File: config.mk
export PLATFORM = sky130hd
export DESIGN_NAME = adc_chan_sequencer
export DESIGN_NICKNAME = d
export VERILOG_FILES = /design/src/rtl/adc_seq_pkg.sv /design/src/rtl/adc_seq_frame_timer.sv /design/src/rtl/adc_seq_prog_regs.sv /design/src/rtl/adc_seq_pick.sv /design/src/rtl/adc_chan_sequencer.sv
export SDC_FILE = /design/constraint.sdc
export NUM_CORES = 1
export LEC_CHECK = 0
export ABC_AREA = 1
export BUFFER_PORTS_ARGS = -buffer_cell sky130_fd_sc_hd__buf_4
export CAP_MARGIN = 30
export CORE_UTILIZATION = 60
export CTS_CLUSTER_DIAMETER = 120
export DETAILED_ROUTE_END_ITERATION = 10
export PLACE_DENSITY_LB_ADDON = 0.08
export SYNTH_ARGS = -nofsm -noshare
export SYNTH_HDL_FRONTEND = slang
export SYNTH_SLANG_ARGS = --single-unit
File: constraint.sdc
create_clock -name clk -period 3.1 [get_ports clk]
set_input_delay 0.155 -clock clk [delete_from_list [all_inputs] [get_ports clk]]
set_output_delay 0.155 -clock clk [all_outputs]
set_load 0.02 [all_outputs]
File: src/rtl/adc_seq_pkg.sv
package adc_seq_pkg;
    typedef enum logic [1:0] {
        SEQ_MANUAL = 2'b00,
        SEQ_BITMAP = 2'b01,
        SEQ_RANGE  = 2'b10
    } seq_mode_e;

    localparam logic [1:0] SEQ_CODE_BAD = 2'b11;
endpackage

File: src/rtl/adc_seq_frame_timer.sv
module adc_seq_frame_timer #(
    parameter int SWITCH_EDGE = 2
) (
    input  logic clk,
    input  logic rst_n,
    input  logic sclk,
    input  logic cs_n,
    output logic switch_o,
    output logic frame_start_o
);
    localparam int CNT_W = $clog2(SWITCH_EDGE + 1);
    localparam logic [CNT_W-1:0] CNT_MAX = CNT_W'(SWITCH_EDGE);
    localparam logic [CNT_W-1:0] CNT_HIT = CNT_W'(SWITCH_EDGE - 1);

    typedef struct packed {
        logic             sclk_prev;
        logic             cs_prev;
        logic [CNT_W-1:0] cnt;
    } tmr_t;

    tmr_t st_d, st_q;
    logic fall;

    always_comb begin
        st_d          = st_q;
        fall          = st_q.sclk_prev & ~sclk;
        st_d.sclk_prev = sclk;
        st_d.cs_prev   = cs_n;
        // the count is cleared whenever the frame select is high
        if (cs_n) begin
            st_d.cnt = '0;
        end else if (fall && st_q.cnt != CNT_MAX) begin
            st_d.cnt = st_q.cnt + 1'b1;
        end
        // the switch fires on the falling edge that completes the count
        switch_o      = fall & ~cs_n & (st_q.cnt == CNT_HIT);
        frame_start_o = st_q.cs_prev & ~cs_n;
    end

    always_ff @(posedge clk or negedge rst_n) begin
        if (!rst_n) begin
            st_q.sclk_prev <= 1'b0;
            st_q.cs_prev   <= 1'b1;
            st_q.cnt       <= '0;
        end else begin
            st_q <= st_d;
        end
    end
endmodule

File: src/rtl/adc_seq_prog_regs.sv
module adc_seq_prog_regs
    import adc_seq_pkg::*;
#(
    parameter int NCH = 16,
    parameter int CHW = $clog2(NCH)
) (
    input  logic           clk,
    input  logic           rst_n,
    input  logic           mode_wr,
    input  logic [1:0]     mode_val,
    input  logic           man_wr,
    input  logic [CHW-1:0] man_val,
    input  logic           mask_wr,
    input  logic [NCH-1:0] mask_val,
    input  logic           last_wr,
    input  logic [CHW-1:0] last_val,
    input  logic           frame_start,
    input  logic           switch_ev,
    output seq_mode_e      mode_o,
    output logic [NCH-1:0] mask_o,
    output logic [CHW-1:0] last_o,
    output logic [CHW-1:0] man_arm_o,
    output logic           fresh_o
);
    typedef struct packed {
        seq_mode_e      mode;
        logic [NCH-1:0] mask;
        logic [CHW-1:0] last;
        logic [CHW-1:0] man_pend;
        logic [CHW-1:0] man_arm;
        logic           fresh;
    } regs_t;

    regs_t st_d, st_q;

    always_comb begin
        st_d = st_q;
        // the pending number is armed when a new frame begins
        if (frame_start) st_d.man_arm = st_q.man_pend;
        if (man_wr)      st_d.man_pend = man_val;
        // program registers change only on their own writes
        if (mask_wr)     st_d.mask = mask_val;
        if (last_wr)     st_d.last = last_val;
        if (switch_ev)   st_d.fresh = 1'b0;
        // the unused code leaves the mode untouched
        if (mode_wr && mode_val != SEQ_CODE_BAD) begin
            st_d.mode = seq_mode_e'(mode_val);
            // entering a scan mode restarts at the lowest eligible channel
            if (mode_val != SEQ_MANUAL) st_d.fresh = 1'b1;
        end
    end

    always_ff @(posedge clk or negedge rst_n) begin
        if (!rst_n) begin
            st_q.mode     <= SEQ_MANUAL;
            st_q.mask     <= '1;
            st_q.last     <= CHW'(NCH - 1);
            st_q.man_pend <= '0;
            st_q.man_arm  <= '0;
            st_q.fresh    <= 1'b0;
        end else begin
            st_q <= st_d;
        end
    end

    assign mode_o    = st_q.mode;
    assign mask_o    = st_q.mask;
    assign last_o    = st_q.last;
    assign man_arm_o = st_q.man_arm;
    assign fresh_o   = st_q.fresh;
endmodule

File: src/rtl/adc_seq_pick.sv
module adc_seq_pick
    import adc_seq_pkg::*;
#(
    parameter int NCH = 16,
    parameter int CHW = $clog2(NCH)
) (
    input  seq_mode_e      mode,
    input  logic [NCH-1:0] mask,
    input  logic [CHW-1:0] last,
    input  logic [CHW-1:0] cur,
    input  logic [CHW-1:0] man_arm,
    input  logic           fresh,
    output logic [CHW-1:0] next_o
);
    logic [CHW-1:0] low_ch;
    logic [CHW-1:0] above_ch;
    logic           above_hit;
    logic [CHW-1:0] range_nx;

    // lowest set bit, and lowest set bit strictly above the current channel
    always_comb begin
        low_ch    = '0;
        above_ch  = '0;
        above_hit = 1'b0;
        for (int i = NCH - 1; i >= 0; i--) begin
            if (mask[i]) low_ch = CHW'(i);
            if (mask[i] && i > int'(cur)) begin
                above_ch  = CHW'(i);
                above_hit = 1'b1;
            end
        end
    end

    always_comb begin
        // ascending range with wrap to 0 at or beyond the last channel
        range_nx = (cur >= last) ? '0 : cur + 1'b1;
        unique case (mode)
            SEQ_BITMAP: begin
                if (mask == '0)     next_o = cur;
                else if (fresh)     next_o = low_ch;
                else if (above_hit) next_o = above_ch;
                else                next_o = low_ch;     // wrap
            end
            SEQ_RANGE:  next_o = fresh ? '0 : range_nx;
            default:    next_o = man_arm;
        endcase
    end
endmodule

File: src/rtl/adc_chan_sequencer.sv
module adc_chan_sequencer
    import adc_seq_pkg::*;
#(
    parameter int NCH         = 16,
    parameter int SWITCH_EDGE = 2
) (
    input  logic                     clk,
    input  logic                     rst_n,
    input  logic                     sclk,
    input  logic                     cs_n,
    input  logic                     mode_wr,
    input  logic [1:0]               mode_val,
    input  logic                     man_wr,
    input  logic [$clog2(NCH)-1:0]   man_val,
    input  logic                     mask_wr,
    input  logic [NCH-1:0]           mask_val,
    input  logic                     last_wr,
    input  logic [$clog2(NCH)-1:0]   last_val,
    output logic [$clog2(NCH)-1:0]   mux_sel,
    output logic                     ch_chg
);
    localparam int CHW = $clog2(NCH);

    typedef struct packed {
        logic [CHW-1:0] sel;
        logic           chg;
    } out_t;

    out_t           st_d, st_q;
    logic           switch_ev;
    logic           frame_start;
    seq_mode_e      cur_mode;
    logic [NCH-1:0] scan_mask;
    logic [CHW-1:0] last_ch;
    logic [CHW-1:0] man_arm;
    logic           fresh;
    logic [CHW-1:0] next_ch;

    adc_seq_frame_timer #(.SWITCH_EDGE(SWITCH_EDGE)) u_timer (
        .clk           (clk),
        .rst_n         (rst_n),
        .sclk          (sclk),
        .cs_n          (cs_n),
        .switch_o      (switch_ev),
        .frame_start_o (frame_start)
    );

    adc_seq_prog_regs #(.NCH(NCH), .CHW(CHW)) u_regs (
        .clk         (clk),
        .rst_n       (rst_n),
        .mode_wr     (mode_wr),
        .mode_val    (mode_val),
        .man_wr      (man_wr),
        .man_val     (man_val),
        .mask_wr     (mask_wr),
        .mask_val    (mask_val),
        .last_wr     (last_wr),
        .last_val    (last_val),
        .frame_start (frame_start),
        .switch_ev   (switch_ev),
        .mode_o      (cur_mode),
        .mask_o      (scan_mask),
        .last_o      (last_ch),
        .man_arm_o   (man_arm),
        .fresh_o     (fresh)
    );

    adc_seq_pick #(.NCH(NCH), .CHW(CHW)) u_pick (
        .mode    (cur_mode),
        .mask    (scan_mask),
        .last    (last_ch),
        .cur     (st_q.sel),
        .man_arm (man_arm),
        .fresh   (fresh),
        .next_o  (next_ch)
    );

    always_comb begin
        st_d     = st_q;
        // load and strobe together at the switch point only
        st_d.chg = switch_ev;
        if (switch_ev) st_d.sel = next_ch;
    end

    always_ff @(posedge clk or negedge rst_n) begin
        if (!rst_n) begin
            st_q.sel <= '0;
            st_q.chg <= 1'b0;
        end else begin
            st_q <= st_d;
        end
    end

    assign mux_sel = st_q.sel;
    assign ch_chg  = st_q.chg;
endmodule

# Word-level counts from Yosys, hierarchy flattened
# Index checks and enable logic that the tools add are counted.
# totals
in_bits,34
reg_bits,40
out_inout_bits,5
wordCells,119
# classes
muxes,57
magnitude_cmp,16
bitwise_logic,6
n_addsub,2
eq_ne,6
reduce_logical,21
# op_table
operator,count
$mux W4,36
$gt A4 B4 Y1 const A,8
$mux W1,18
$logic_and A1 B1 Y1,17
$gt A3 B4 Y1 const A,4
$logic_not A16 Y1,1
$gt A2 B4 Y1 const A,2
$pmux W4 S2,1
$ne A2 B2 Y1 const B,3
$add A4 B1 Y4 const B,1
$and A1 B1 Y1,4
$eq A2 B1 Y1 const B,2
$ge A4 B4 Y1,1
$gt A1 B4 Y1 const A,1
$mux W2,2
$reduce_bool A2 Y1,2
$add A2 B1 Y2 const B,1
$eq A2 B2 Y1 const B,1
$not A1 Y1,2
$reduce_and A2 Y1,1

# Depth between registers and ports, before layout
# Gate-level depths: netlist of the first run.
# logic_depth
depth_word,21
ltp_mapped,22

# Hierarchy
# From an unflattened synthesis of the first run, not the netlist that was laid out.
# hier_totals
cells_unflattened,375
area_unflattened_um2,2731.4
# modules_own_cells
module,seq_area_each_um2,instances,cells_each,area_each_um2
adc_seq_prog_regs,800.8,1,157,1448.9
adc_seq_pick,0.0,1,175,897.1
adc_seq_frame_timer,101.3,1,25,211.5
adc_chan_sequencer,125.1,1,18,173.9

# Worst setup path after synthesis of the first run
# Ideal clock, no wire load.
# synth_timing
kind,reg-to-reg
from,reg st_q (netlist bit mux_sel[0])
to,reg st_q (netlist bit mux_sel[0])
t_arrival_ps,1965
setup_slack_ps,1018
n_path_buf,0
stages_incl_launch_ff,23
path_cell_list,dfrtp_1 > inv_1 > ha_1 > nor2_1 > o21ai_2 > nand2_1 > nand2_1 > nand2_1 > nand2_1 > nand2_1 > nand2_1 > nand2_1 > nand2_1 > nand2_1 > nand2_1 > nand2_1 > nand2_1 > nand2_1 > nand2_1 > nand2_1 > nand2_1 > nand2_1 > nand2_1
# synth_via
elab_chain_cells,21
# synth_lines
element,line_no,text
from (decl),adc_chan_sequencer.sv:29,"out_t st_d, st_q;"
from (signal assigned),adc_chan_sequencer.sv:90,st_q <= st_d;
$gt A4 B4 Y1,adc_seq_pick.sv:27,if (mask[i] && i > int'(cur)) begin
$logic_and A1 B1 Y1,adc_seq_pick.sv:27,
$mux W4 or $mux W1 (tied branches) (15 in a row),adc_seq_pick.sv:27,
$mux W4,adc_seq_pick.sv:41,else if (above_hit) next_o = above_ch;
$mux W4,adc_seq_pick.sv:40,else if (fresh) next_o = low_ch;
$mux W4,adc_seq_pick.sv:39,if (mask == '0) next_o = cur;
$pmux W4 S2 (*),adc_seq_pick.sv:37,unique case (mode)
# Every way passes the cells marked *; elsewhere a longest branch is shown, timed or not. The select of a mux whose other input is x is not followed.
# A chain may end at the register's enable or synchronous reset.

# Worst setup path in the final report of the first run
# layout_timing
from,reg st_q (netlist bit mux_sel[0])
to,reg st_q (netlist bit mux_sel[3])
# Same word-level chain as after synthesis.

==> results.rst, run 1 <==
.. list-table::
   :header-rows: 1

   * - Metric
     - Value
   * - Num CTS Buffers
     - 5
   * - Master of the slowest instance on the critical path
     - dfrtp_1
   * - Data arrival time of the worst path
     - 2490 ps
   * - Critical-path cell list
     - inv_1 -> ha_1 -> o21ai_0 -> inv_1 -> o21ai_0 -> nand2_1 -> a21oi_1 -> nand3_1 -> inv_1 -> o21ai_0 -> a21oi_1 -> o21ai_1 -> a22oi_1
   * - Delay contributed by the slowest stage of the critical path
     - 480 ps
   * - Global route total overflow
     - 0
   * - Final max-slew violation count
     - 0
   * - Crit path capture type
     - flop
   * - LEAKAGE
     - 1.43 nW
   * - Synthesized area divided by synthesized cell count
     - 7.69 um2
   * - Diodes inserted
     - 0
   * - Number of endpoints with negative hold slack in the final report
     - 0
   * - Maximum clock frequency
     - 0.439 GHz
   * - Drc violations
     - 0
   * - R2R Path End
     - mux_sel[3]
   * - Top cells by area in the synthesized netlist
     - dfstp_2 24%, dfrtp_1 20%, nand2_1 13%
   * - Worst hold path depth
     - 3
   * - Worst slew slack as a fraction of its limit
     - 0.597
   * - Core outline area
     - 0.00372 mm2
   * - Portion of the post-synthesis area used by sequential elements
     - 0.438
   * - Worst R2R Start
     - mux_sel[0]
   * - Startpoint class of the critical path
     - flop
   * - Adder-Cell Fraction of Synth Area
     - 0.0640
   * - Via count of the first global-routing pass
     - 2080
   * - Number of max-cap violations
     - 0
   * - Xor-xnor portion of the synthesized cell area
     - 0
   * - Initial core utilization
     - 0.631
   * - Type of the tightest min-delay check
     - in2reg
   * - Die extent in y
     - 64.5 um
   * - Complex-gate fraction of the synthesized area
     - 0.165
   * - Clock root buffer
     - clkbuf_8
   * - YS warnings
     - 0
   * - Share of layout cells above drive strength 1
     - 0.243
   * - Total negative setup slack
     - 0 ps
   * - Setup Viol. Count Final
     - 0
   * - Power density over cell area
     - 626 mW/mm2
   * - Main combinational cell family by area after synthesis
     - simple AND/OR/NAND/NOR gates
   * - Clock input transition at the sequential cells of the worst setup and hold paths
     - 80 ps
   * - Overall routed net length
     - 4830 um
   * - Peak VDD IR
     - 375 uV
   * - Outcome
     - complete, no violations
   * - Number of standard cells after synthesis
     - 305
   * - Final worst-path cycle share
     - 0.735
   * - Post-Syn Area
     - 0.00234 mm2
   * - Number of distinct standard cells referenced by the synthesized netlist
     - 30
   * - Clock tree from TritonCTS
     - yes
   * - Portion of netlist area occupied by mux cells
     - 0.00961
   * - PostCTS Resize Cnt
     - 0
   * - Num ports
     - 39
   * - Required time worst endpoint
     - 3310 ps
   * - Min-Delay Endpoint
     - u_regs.st_q[8]
   * - Total iterations of the first detailed-routing run
     - 4
   * - Minimum setup slack among reg-to-reg paths
     - 820 ps
   * - Critical path type
     - reg2reg
   * - Min cycle time layout
     - 2280 ps
   * - Antenna violations before repair
     - 0
   * - Area share of the leading cell type in the synthesized netlist
     - 0.235
   * - Post-route cell area
     - 0.00278 mm2
   * - Total track usage
     - 0.267
   * - Top delay family on crit path
     - compound AO/OA/AOI/OAI gates
   * - Instance area after placement
     - 0.00267 mm2
   * - Remaining antenna violation count after routing
     - 0
   * - Critical-path maximum fanout
     - 7
   * - Fraction of the mapped netlist area in simple logic gates
     - 0.232
   * - Synth Register Bits
     - 40
   * - Maximum number of pins on one net before global-route repair
     - 41
   * - Synth area leader
     - dfstp_2
   * - Clock sink count
     - 40
   * - Buffers & Inverters on Critical Path
     - 3
   * - Net count of the finished layout
     - 395
   * - Via/cell ratio
     - 5.26
   * - Routed vias
     - 2094
   * - Wire per inst
     - 12.1 um
   * - Drt first-iter violations
     - 87
   * - Insertion delay to the later sink of the worst-skew pair
     - 300 ps
   * - Layout Area Growth over Synthesis
     - 18.7%
   * - Post-detail-place hpwl
     - 3630 um
   * - Floorplan row count
     - 22
   * - Startpoint of the tightest hold check path
     - man_val[3]
   * - Number of cell instances on the worst register-to-register path
     - 13
   * - DIE WIDTH
     - 64.5 um
   * - Max Clock Skew
     - 5.78 ps
   * - Depth of the CTS H-tree
     - 2
   * - Die ar.
     - 0.00416 mm2
   * - First-pass GRT wire length
     - 8390 um
   * - Worst-Margin Slew
     - 599 ps
   * - # port buffers
     - 38
   * - Syn nets
     - 351
   * - Unrepaired setup endpoints after global routing
     - false
   * - Largest buffer count on any clock path
     - 2
   * - Routability congestion estimate
     - 0.982
## cell families (layout without fill, tap and decap cells)
group / after synthesis / after routing
DFF: 40 / 40
adders and majority gates: 12 / 12
muxes: 2 / 2
buffers and inverters: 55 / 100
and+or+nand+nor: 130 / 130
AOI/OAI and AO/OA: 66 / 66
## worst min-delay path: stages
cell	delay (ps)
buf_4	70
nand2_1	30
o21ai_0	60
## sequential cells by signal (all words and copies together) (netlist names)
| signal | cells |
|---|---|
| u_regs.mode_o | 2 |
| u_regs.mask_o | 16 |
| u_regs.st_q | 4 |
| u_regs.last_o | 4 |
| u_timer.st_q | 4 |
| mux_sel | 4 |
| u_regs.fresh_o | 1 |
| ch_chg | 1 |
| u_regs.man_arm_o | 4 |
## layout by cell type (no fill, tap or decap), types with 4 or more instances in the layout
| cell | count |
|---|---|
| ha_1 | 12 |
| nand2_1 | 84 |
| o211ai_1 | 4 |
| inv_1 | 49 |
| a21oi_1 | 11 |
| buf_4 | 38 |
| dfstp_2 | 21 |
| nor2_1 | 17 |
| o21ai_0 | 35 |
| nand2_2 | 6 |
| clkbuf_8 | 5 |
| o21ai_1 | 5 |
| nand3_1 | 15 |
| dfrtp_1 | 19 |
## power by group
group / total (mW) / leakage, nW / switching (mW) / internal, mW
Combinational: 0.690 / 0.938 / 0.436 / 0.254
Sequential: 0.709 / 0.453 / 0.0976 / 0.612
Clock: 0.342 / 0.0412 / 0.184 / 0.157
## synth_stat cells, drive strengths merged
library cell,instances
nand2,90
inv,51
o21ai,43
dfstp,21
nor2,20
dfrtp,19
nand3,16
ha,12
a21oi,11
o211ai,6
clkbuf,3
mux2,2
nand4,2
a21boi,1
a22oi,1
a31oi,1
buf,1
nor3,1
nor4,1
o21bai,1
o22ai,1
o31ai,1
## area by class of cell
| type | count | area (um2) |
|---|---|---|
| multi-input combinational | 210 | 1100 |
| tap | 48 | 60.1 |
| fill | 298 | 933 |
| clock buffer | 6 | 72.6 |
| sequential | 40 | 1030 |
| inverter | 51 | 191 |
| timing repair buffer | 41 | 315 |
| clock inverter | 2 | 12.5 |
## stage by stage
stage | utilization | power (mW) | hold slack [ps] | std cells | worst slack, ps
3_3_place_gp | 0.718 | 1.37 | 155 | 387 | 964
2_1_floorplan | - | 1.19 | -141 | 305 | 1020
5_1_grt | 0.749 | 1.87 | 68.5 | 398 | 569
6_report | 0.749 | 1.74 | 53.3 | 398 | 821
4_1_cts | 0.749 | 1.74 | 52.1 | 398 | 853
3_5_place_dp | 0.718 | 1.40 | 156 | 387 | 889
## metal layers
layer | wire length, um | track usage | share of wire | vias to the layer above
met5 | 0 | 0 | 0 | -
met4 | 80 | 0.106 | 0.017 | 0
met1 | 2080 | 0.290 | 0.43 | 966
met2 | 2420 | 0.500 | 0.50 | 55
li1 | - | - | - | 1064
met3 | 246 | 0.0563 | 0.051 | 9
## what timing repair did
action / CTS / global route
hold endpoints to repair: 21 / 0
setup buffers: 0 / 0
hold buffers: 3 / 0
## worst max-delay path by stage
stage | startpoint | endpoint | cells after the start
6_report | mux_sel[0] | mux_sel[3] | 13
5_1_grt | mux_sel[0] | mux_sel[3] | 13
4_1_cts | mux_sel[0] | mux_sel[3] | 13
3_5_place_dp | mux_sel[0] | mux_sel[3] | 13
3_3_place_gp | mux_sel[0] | mux_sel[3] | 13
2_1_floorplan | mux_sel[0] | mux_sel[0] | 22
(Power assumes the default switching activity.)
==> run 2, diff against run 1 <==
Settings changed: CORE_UTILIZATION 60 to 56.
Clock period 3.1 ns to 2.2 ns, I/O delays scaled along.
==> run 2 against run 1 <==
Clock skew down 3.4 ps. Worst hold slack worse by 23 ps. Final cell count up 2.8%. Via count about the same. Die area up 6.9%. Largest cell class unchanged. Largest power group is now combinational logic.
==> results.rst, run 2 (synthesized netlist as in run 1, its figures left out) <==
.. list-table::
   :header-rows: 1

   * - Metric
     - Value
   * - Floorplan row count
     - 23
   * - Post-Layout Cell Count
     - 409
   * - Remaining antenna violation count after routing
     - 0
   * - Commonest non-fill, non-tap cells in the layout
     - 84 x nand2_1, 47 x inv_1, 47 x buf_4, 32 x o21ai_0, 21 x dfstp_2
   * - Net count of the finished layout
     - 404
   * - Type of the tightest min-delay check
     - in2reg
   * - Combinational group share of total power
     - 0.444
   * - Worst slack at placement
     - -8.32 ps
   * - Clk network pwr share
     - 0.185
   * - Die ar.
     - 0.00445 mm2
   * - LEAKAGE
     - 1.48 nW
   * - Instance area after placement
     - 0.00270 mm2
   * - Core outline area
     - 0.00400 mm2
   * - Number of endpoints with negative hold slack in the final report
     - 0
   * - Die extent in y
     - 66.7 um
   * - Post-route core utilization
     - 0.730
   * - Min cycle time layout
     - 2150 ps
   * - Clock input transition at the sequential cells of the worst setup and hold paths
     - 70 ps
   * - Global-route track usage on met3
     - 0.0411
   * - Initial core utilization
     - 0.586
   * - Grt met2 use
     - 0.395
   * - Global route total overflow
     - 0
   * - Post-route cell area
     - 0.00292 mm2
   * - Startpoint of the tightest hold check path
     - mask_val[5]
   * - Placed Cells
     - 393
   * - Flop pwr share
     - 0.371
   * - Routability congestion estimate
     - 0.954
   * - Overall routed net length
     - 5040 um
   * - Diodes inserted
     - 0
   * - DIE WIDTH
     - 66.7 um
   * - Post-detail-place hpwl
     - 3640 um
   * - Flip-flop count of the largest register after layout
     - 16
   * - Power density over cell area
     - 920 mW/mm2
   * - First-pass GRT wire length
     - 8050 um
   * - Final max-slew violation count
     - 0
   * - Total track usage
     - 0.238
   * - R2R Path End
     - mux_sel[3]
   * - Switching power
     - 1.09 mW
   * - Worst hold margin
     - 30.1 ps
   * - Most utilized layer in the global route result
     - met2
   * - Cell internal power dissipation
     - 1.60 mW
   * - Total negative setup slack
     - 0 ps
   * - Clock root buffer
     - clkbuf_8
   * - Antenna violations before repair
     - 0
   * - Maximum clock frequency
     - 0.466 GHz
   * - Largest buffer count on any clock path
     - 2
   * - Via/cell ratio
     - 5.11
   * - Switching Fraction
     - 0.405
   * - Layout Area Growth over Synthesis
     - 24.5%
   * - Depth of the CTS H-tree
     - 2
   * - Most common library cell in the layout ignoring fill and taps
     - nand2_1
   * - Startpoint class of the critical path
     - flop
   * - Drt first-iter violations
     - 114
   * - Max Clock Skew
     - 2.34 ps
   * - Insertion delay to the later sink of the worst-skew pair
     - 280 ps
   * - Number of cell instances on the worst register-to-register path
     - 12
   * - Num ports
     - 39
   * - # port buffers
     - 38
   * - Num CTS Buffers
     - 5
   * - Number of max-cap violations
     - 0
   * - Final worst-path cycle share
     - 0.976
   * - Unrepaired setup endpoints after global routing
     - true
   * - Worst-Margin Slew
     - 496 ps
   * - Worst R2R Start
     - mux_sel[1]
   * - Setup Viol. Count Final
     - 0
   * - PnR Total Power
     - 2.69 mW
   * - Critical path type
     - reg2reg
   * - Required time worst endpoint
     - 2390 ps
   * - Worst slew slack as a fraction of its limit
     - 0.669
   * - Routed vias
     - 2092
   * - Clock sink count
     - 40
   * - Critical-path maximum fanout
     - 4
   * - Maximum number of pins on one net before global-route repair
     - 41
   * - Crit path capture type
     - flop
   * - Share of layout cells above drive strength 1
     - 0.304
   * - Via count of the first global-routing pass
     - 1917
   * - Wire per inst
     - 12.3 um
   * - Met1 usage
     - 0.314
   * - Total iterations of the first detailed-routing run
     - 4
   * - Minimum setup slack in the final design
     - 53.8 ps
   * - Data arrival time of the worst path
     - 2340 ps
   * - Peak VDD IR
     - 587 uV
   * - Clock tree from TritonCTS
     - yes
   * - Minimum setup slack among reg-to-reg paths
     - 50 ps
   * - Min-Delay Endpoint
     - u_regs.mask_o[5]
   * - Outcome
     - complete, no violations
   * - Worst hold path depth
     - 3
   * - Drc violations
     - 0
-- run 2: cell count changes in the layout (fill, tap and decap cells not counted), sizes merged --
cell      delta
buf          +9
clkinvlp     -1
clkinv       +1
-- run 2: timing repair --
action	in CTS	in global routing
setup buffers	0	5
resized for setup	2	18
pin swaps	0	10
endpoints found under the setup margin	3	4
hold buffers	3	0
hold endpoints to repair	21	0
-- run 2: worst max path at each step --
stage,startpoint,to,slack (ps),depth (start not counted)
2_1_floorplan,mux_sel[0],mux_sel[0],120,22
3_3_place_gp,mux_sel[0],mux_sel[3],70,13
3_5_place_dp,mux_sel[0],mux_sel[0],-8,22
4_1_cts,mux_sel[0],mux_sel[3],40,13
5_1_grt,mux_sel[1],mux_sel[3],-80,12
6_report,mux_sel[1],mux_sel[3],50,12
-- run 2: area by class of cell --
class / instances / area [um2]
multi-input combinational: 210 / 1160
fill: 311 / 1080
sequential: 40 / 1030
timing repair buffer: 50 / 383
inverter: 51 / 194
clock buffer: 6 / 82.6
tap: 50 / 62.6
clock inverter: 2 / 10.0
-- run 2: per-layer routing --
layer | vias to the layer above | wire length (um)
li1 | 1083 | -
met1 | 958 | 2300
met2 | 47 | 2450
met3 | 4 | 239
met4 | 0 | 42
met5 | - | 0
-- run 2: worst max-delay path, stage by stage, from the launching register on --
cell and delay, ps:
dfrtp_2 390, buf_4 150, ha_2 200, nor2_4 60, o211ai_1 200, nand2_1 120
nor2_2 160, buf_4 130, buf_4 100, nand4_1 130, a21oi_2 170, o21ai_1 80
a22oi_1 170
-- run 2: power groups by stage --
| stage | Combinational [mW] | Sequential, mW | Clock [mW] |
|---|---|---|---|
| 3_5_place_dp | 1.02 | 1.00 | 0 |
| 6_report | 1.19 | 0.996 | 0.498 |
| 2_1_floorplan | 0.676 | 1.00 | 0 |
| 5_1_grt | 1.32 | 1.01 | 0.539 |
| 4_1_cts | 1.04 | 0.990 | 0.508 |
| 3_3_place_gp | 1.00 | 0.994 | 0 |
==> run 3, diff against run 2 <==
Settings changed: HOLD_SLACK_MARGIN from default to 0.08.
==> run 3 against run 2 <==
Combinational power rose by 4%. Count of clock-buffer cells in the layout did not move. Setup slack improved by 28 ps. Final cell count rose by 7.6%. Clock skew rose by 2.8 ps. Power rose by 2.0%. Clock power barely moved. Wire length rose by 9.7%. Utilization rose by 7.8 points. Maximum frequency rose by 1.3%. Via count rose by 7.4%.
==> results.rst, run 3 (synthesized netlist as in run 1, its figures left out) <==
.. list-table::
   :header-rows: 1

   * - Metric
     - Value
   * - Net count of the finished layout
     - 435
   * - Post-detail-place hpwl
     - 3640 um
   * - Clock tree from TritonCTS
     - yes
   * - Post-route core utilization
     - 0.808
   * - Data arrival time of the worst path
     - 2330 ps
   * - Wire per inst
     - 12.6 um
   * - Num CTS Buffers
     - 5
   * - Die ar.
     - 0.00445 mm2
   * - Type of the tightest min-delay check
     - in2reg
   * - Worst hold margin
     - 132 ps
   * - Remaining antenna violation count after routing
     - 0
   * - Initial core utilization
     - 0.586
   * - Clock input transition at the sequential cells of the worst setup and hold paths
     - 70 ps
   * - Overall routed net length
     - 5530 um
   * - Drc violations
     - 0
   * - Delay contributed by the slowest stage of the critical path
     - 420 ps
   * - Max Clock Skew
     - 5.17 ps
   * - Routed vias
     - 2246
   * - Diodes inserted
     - 0
   * - LEAKAGE
     - 1.62 nW
   * - Clk network pwr share
     - 0.182
   * - Maximum clock frequency
     - 0.472 GHz
   * - Via/cell ratio
     - 5.10
   * - First-pass GRT wire length
     - 8670 um
   * - Setup Viol. Count Final
     - 0
   * - Global route total overflow
     - 0
   * - Share of layout cells above drive strength 1
     - 0.279
   * - Required time worst endpoint
     - 2410 ps
   * - Most Frequent Cell on Critical Path
     - buf_4
   * - Largest buffer count on any clock path
     - 2
   * - Crit path capture type
     - flop
   * - Layout Area Growth over Synthesis
     - 37.8%
   * - Final max-slew violation count
     - 0
   * - Minimum setup slack among reg-to-reg paths
     - 80 ps
   * - Cell internal power dissipation
     - 1.64 mW
   * - Critical path type
     - reg2reg
   * - Clock sink count
     - 40
   * - Routability congestion estimate
     - 0.954
   * - Antenna violations before repair
     - 0
   * - Floorplan row count
     - 23
   * - Peak VDD IR
     - 551 uV
   * - Critical-path maximum fanout
     - 4
   * - DIE WIDTH
     - 66.7 um
   * - Worst-Margin Slew
     - 500 ps
   * - Flop pwr share
     - 0.363
   * - Commonest non-fill, non-tap cells in the layout
     - 84 x nand2_1, 47 x inv_1, 47 x buf_4, 34 x dlygate4sd3_1, 32 x o21ai_0
   * - Combinational group share of total power
     - 0.454
   * - Min cycle time layout
     - 2120 ps
   * - # port buffers
     - 38
   * - Outcome
     - complete, no violations
   * - Switching power
     - 1.10 mW
   * - Critical-path cell list
     - buf_4 -> nor2_1 -> o211ai_1 -> nand2_2 -> nor2_2 -> buf_4 -> buf_4 -> o31ai_1 -> a21oi_1 -> o21ai_1 -> o211ai_1 -> o21ai_1
   * - Most common library cell in the layout ignoring fill and taps
     - nand2_1
   * - Flip-flop count of the largest register after layout
     - 16
   * - Switching Fraction
     - 0.401
   * - Depth of the CTS H-tree
     - 2
   * - Number of endpoints with negative hold slack in the final report
     - 0
   * - Insertion delay to the later sink of the worst-skew pair
     - 290 ps
   * - Startpoint class of the critical path
     - flop
   * - Unrepaired setup endpoints after global routing
     - true
   * - Die extent in y
     - 66.7 um
   * - Core outline area
     - 0.00400 mm2
   * - Master of the slowest instance on the critical path
     - dfrtp_2
   * - Power density over cell area
     - 848 mW/mm2
   * - Via count of the first global-routing pass
     - 2119
   * - Drt first-iter violations
     - 104
   * - Worst slew slack as a fraction of its limit
     - 0.666
   * - Clock root buffer
     - clkbuf_8
   * - Number of max-cap violations
     - 0
   * - Num ports
     - 39
   * - Final worst-path cycle share
     - 0.963
   * - Total track usage
     - 0.257
   * - Maximum number of pins on one net before global-route repair
     - 41
   * - Total iterations of the first detailed-routing run
     - 5
## run 3: cell count changes in the layout (fill, tap and decap cells not counted), sizes merged
| cell | delta |
|---|---|
| dlygate4sd3 | +31 |
## run 3: layer usage
| metal | vias to the layer above | track usage | share of wire |
|---|---|---|---|
| li1 | 1142 | - | - |
| met1 | 1040 | 0.317 | 0.45 |
| met2 | 62 | 0.455 | 0.50 |
| met3 | 2 | 0.0428 | 0.045 |
| met4 | 0 | 0.0798 | 0.0049 |
| met5 | - | 0 | 0 |
## run 3: final timing paths
kind / from / to / cells past startpoint
max in group asynchronous: rst_n / mux_sel[0] / 2
min in group asynchronous: rst_n / u_regs.man_arm_o[0] / 2
hold reg to reg: u_regs.man_arm_o[3] / u_regs.man_arm_o[3] / 2
setup / recovery: mux_sel[1] / mux_sel[2] / 12
hold / removal: mode_wr / u_regs.mode_o[0] / 4
setup reg to reg: mux_sel[1] / mux_sel[2] / 12
## run 3: layout make-up
class / count / area [um2]
Multi-Input combinational cell: 210 / 1160
Clock inverter: 2 / 10.0
Clock buffer: 6 / 82.6
Inverter: 51 / 194
Sequential cell: 40 / 1030
Tap cell: 50 / 62.6
Timing Repair Buffer: 81 / 693
Fill cell: 263 / 769
## run 3: timing repair
action                                 4_1_cts  5_1_grt
hold buffers                                34        0
pin swaps                                    0       10
setup endpoints to repair                    3        4
buffers inserted                             0        5
gates resized for setup                      2       18
endpoints found under the hold margin       48        0
## run 3: power groups by stage
stage               combinational, mW  sequential (mW)  clock, mW
floorplan                       0.676             1.00          0
global placement                 1.00            0.994          0
detailed placement               1.02             1.00          0
CTS                              1.08            0.990      0.508
global route                     1.38             1.01      0.540
finish                           1.24            0.995      0.499
## run 3: worst max-delay path, delay by kind of cell, from the launching register on
| kind | cells | cell delay [ps] |
|---|---|---|
| compound gates | 6 | 710 |
| buf+inv | 3 | 420 |
| flops | 1 | 420 |
| simple gates | 3 | 500 |
## run 3: through the flow
step	power, mW	std cells	setup TNS [ps]	instance area [um2]	setup slack, ps
after global routing	2.93	440	-92.5	3230	-45.5
after global placement	2.00	393	0	2700	66.9
after CTS	2.58	435	0	3140	38.4
after floorplan	1.68	305	0	2340	118
final	2.74	440	0	3230	81.5
after detailed placement	2.02	393	-8.32	2700	-8.32
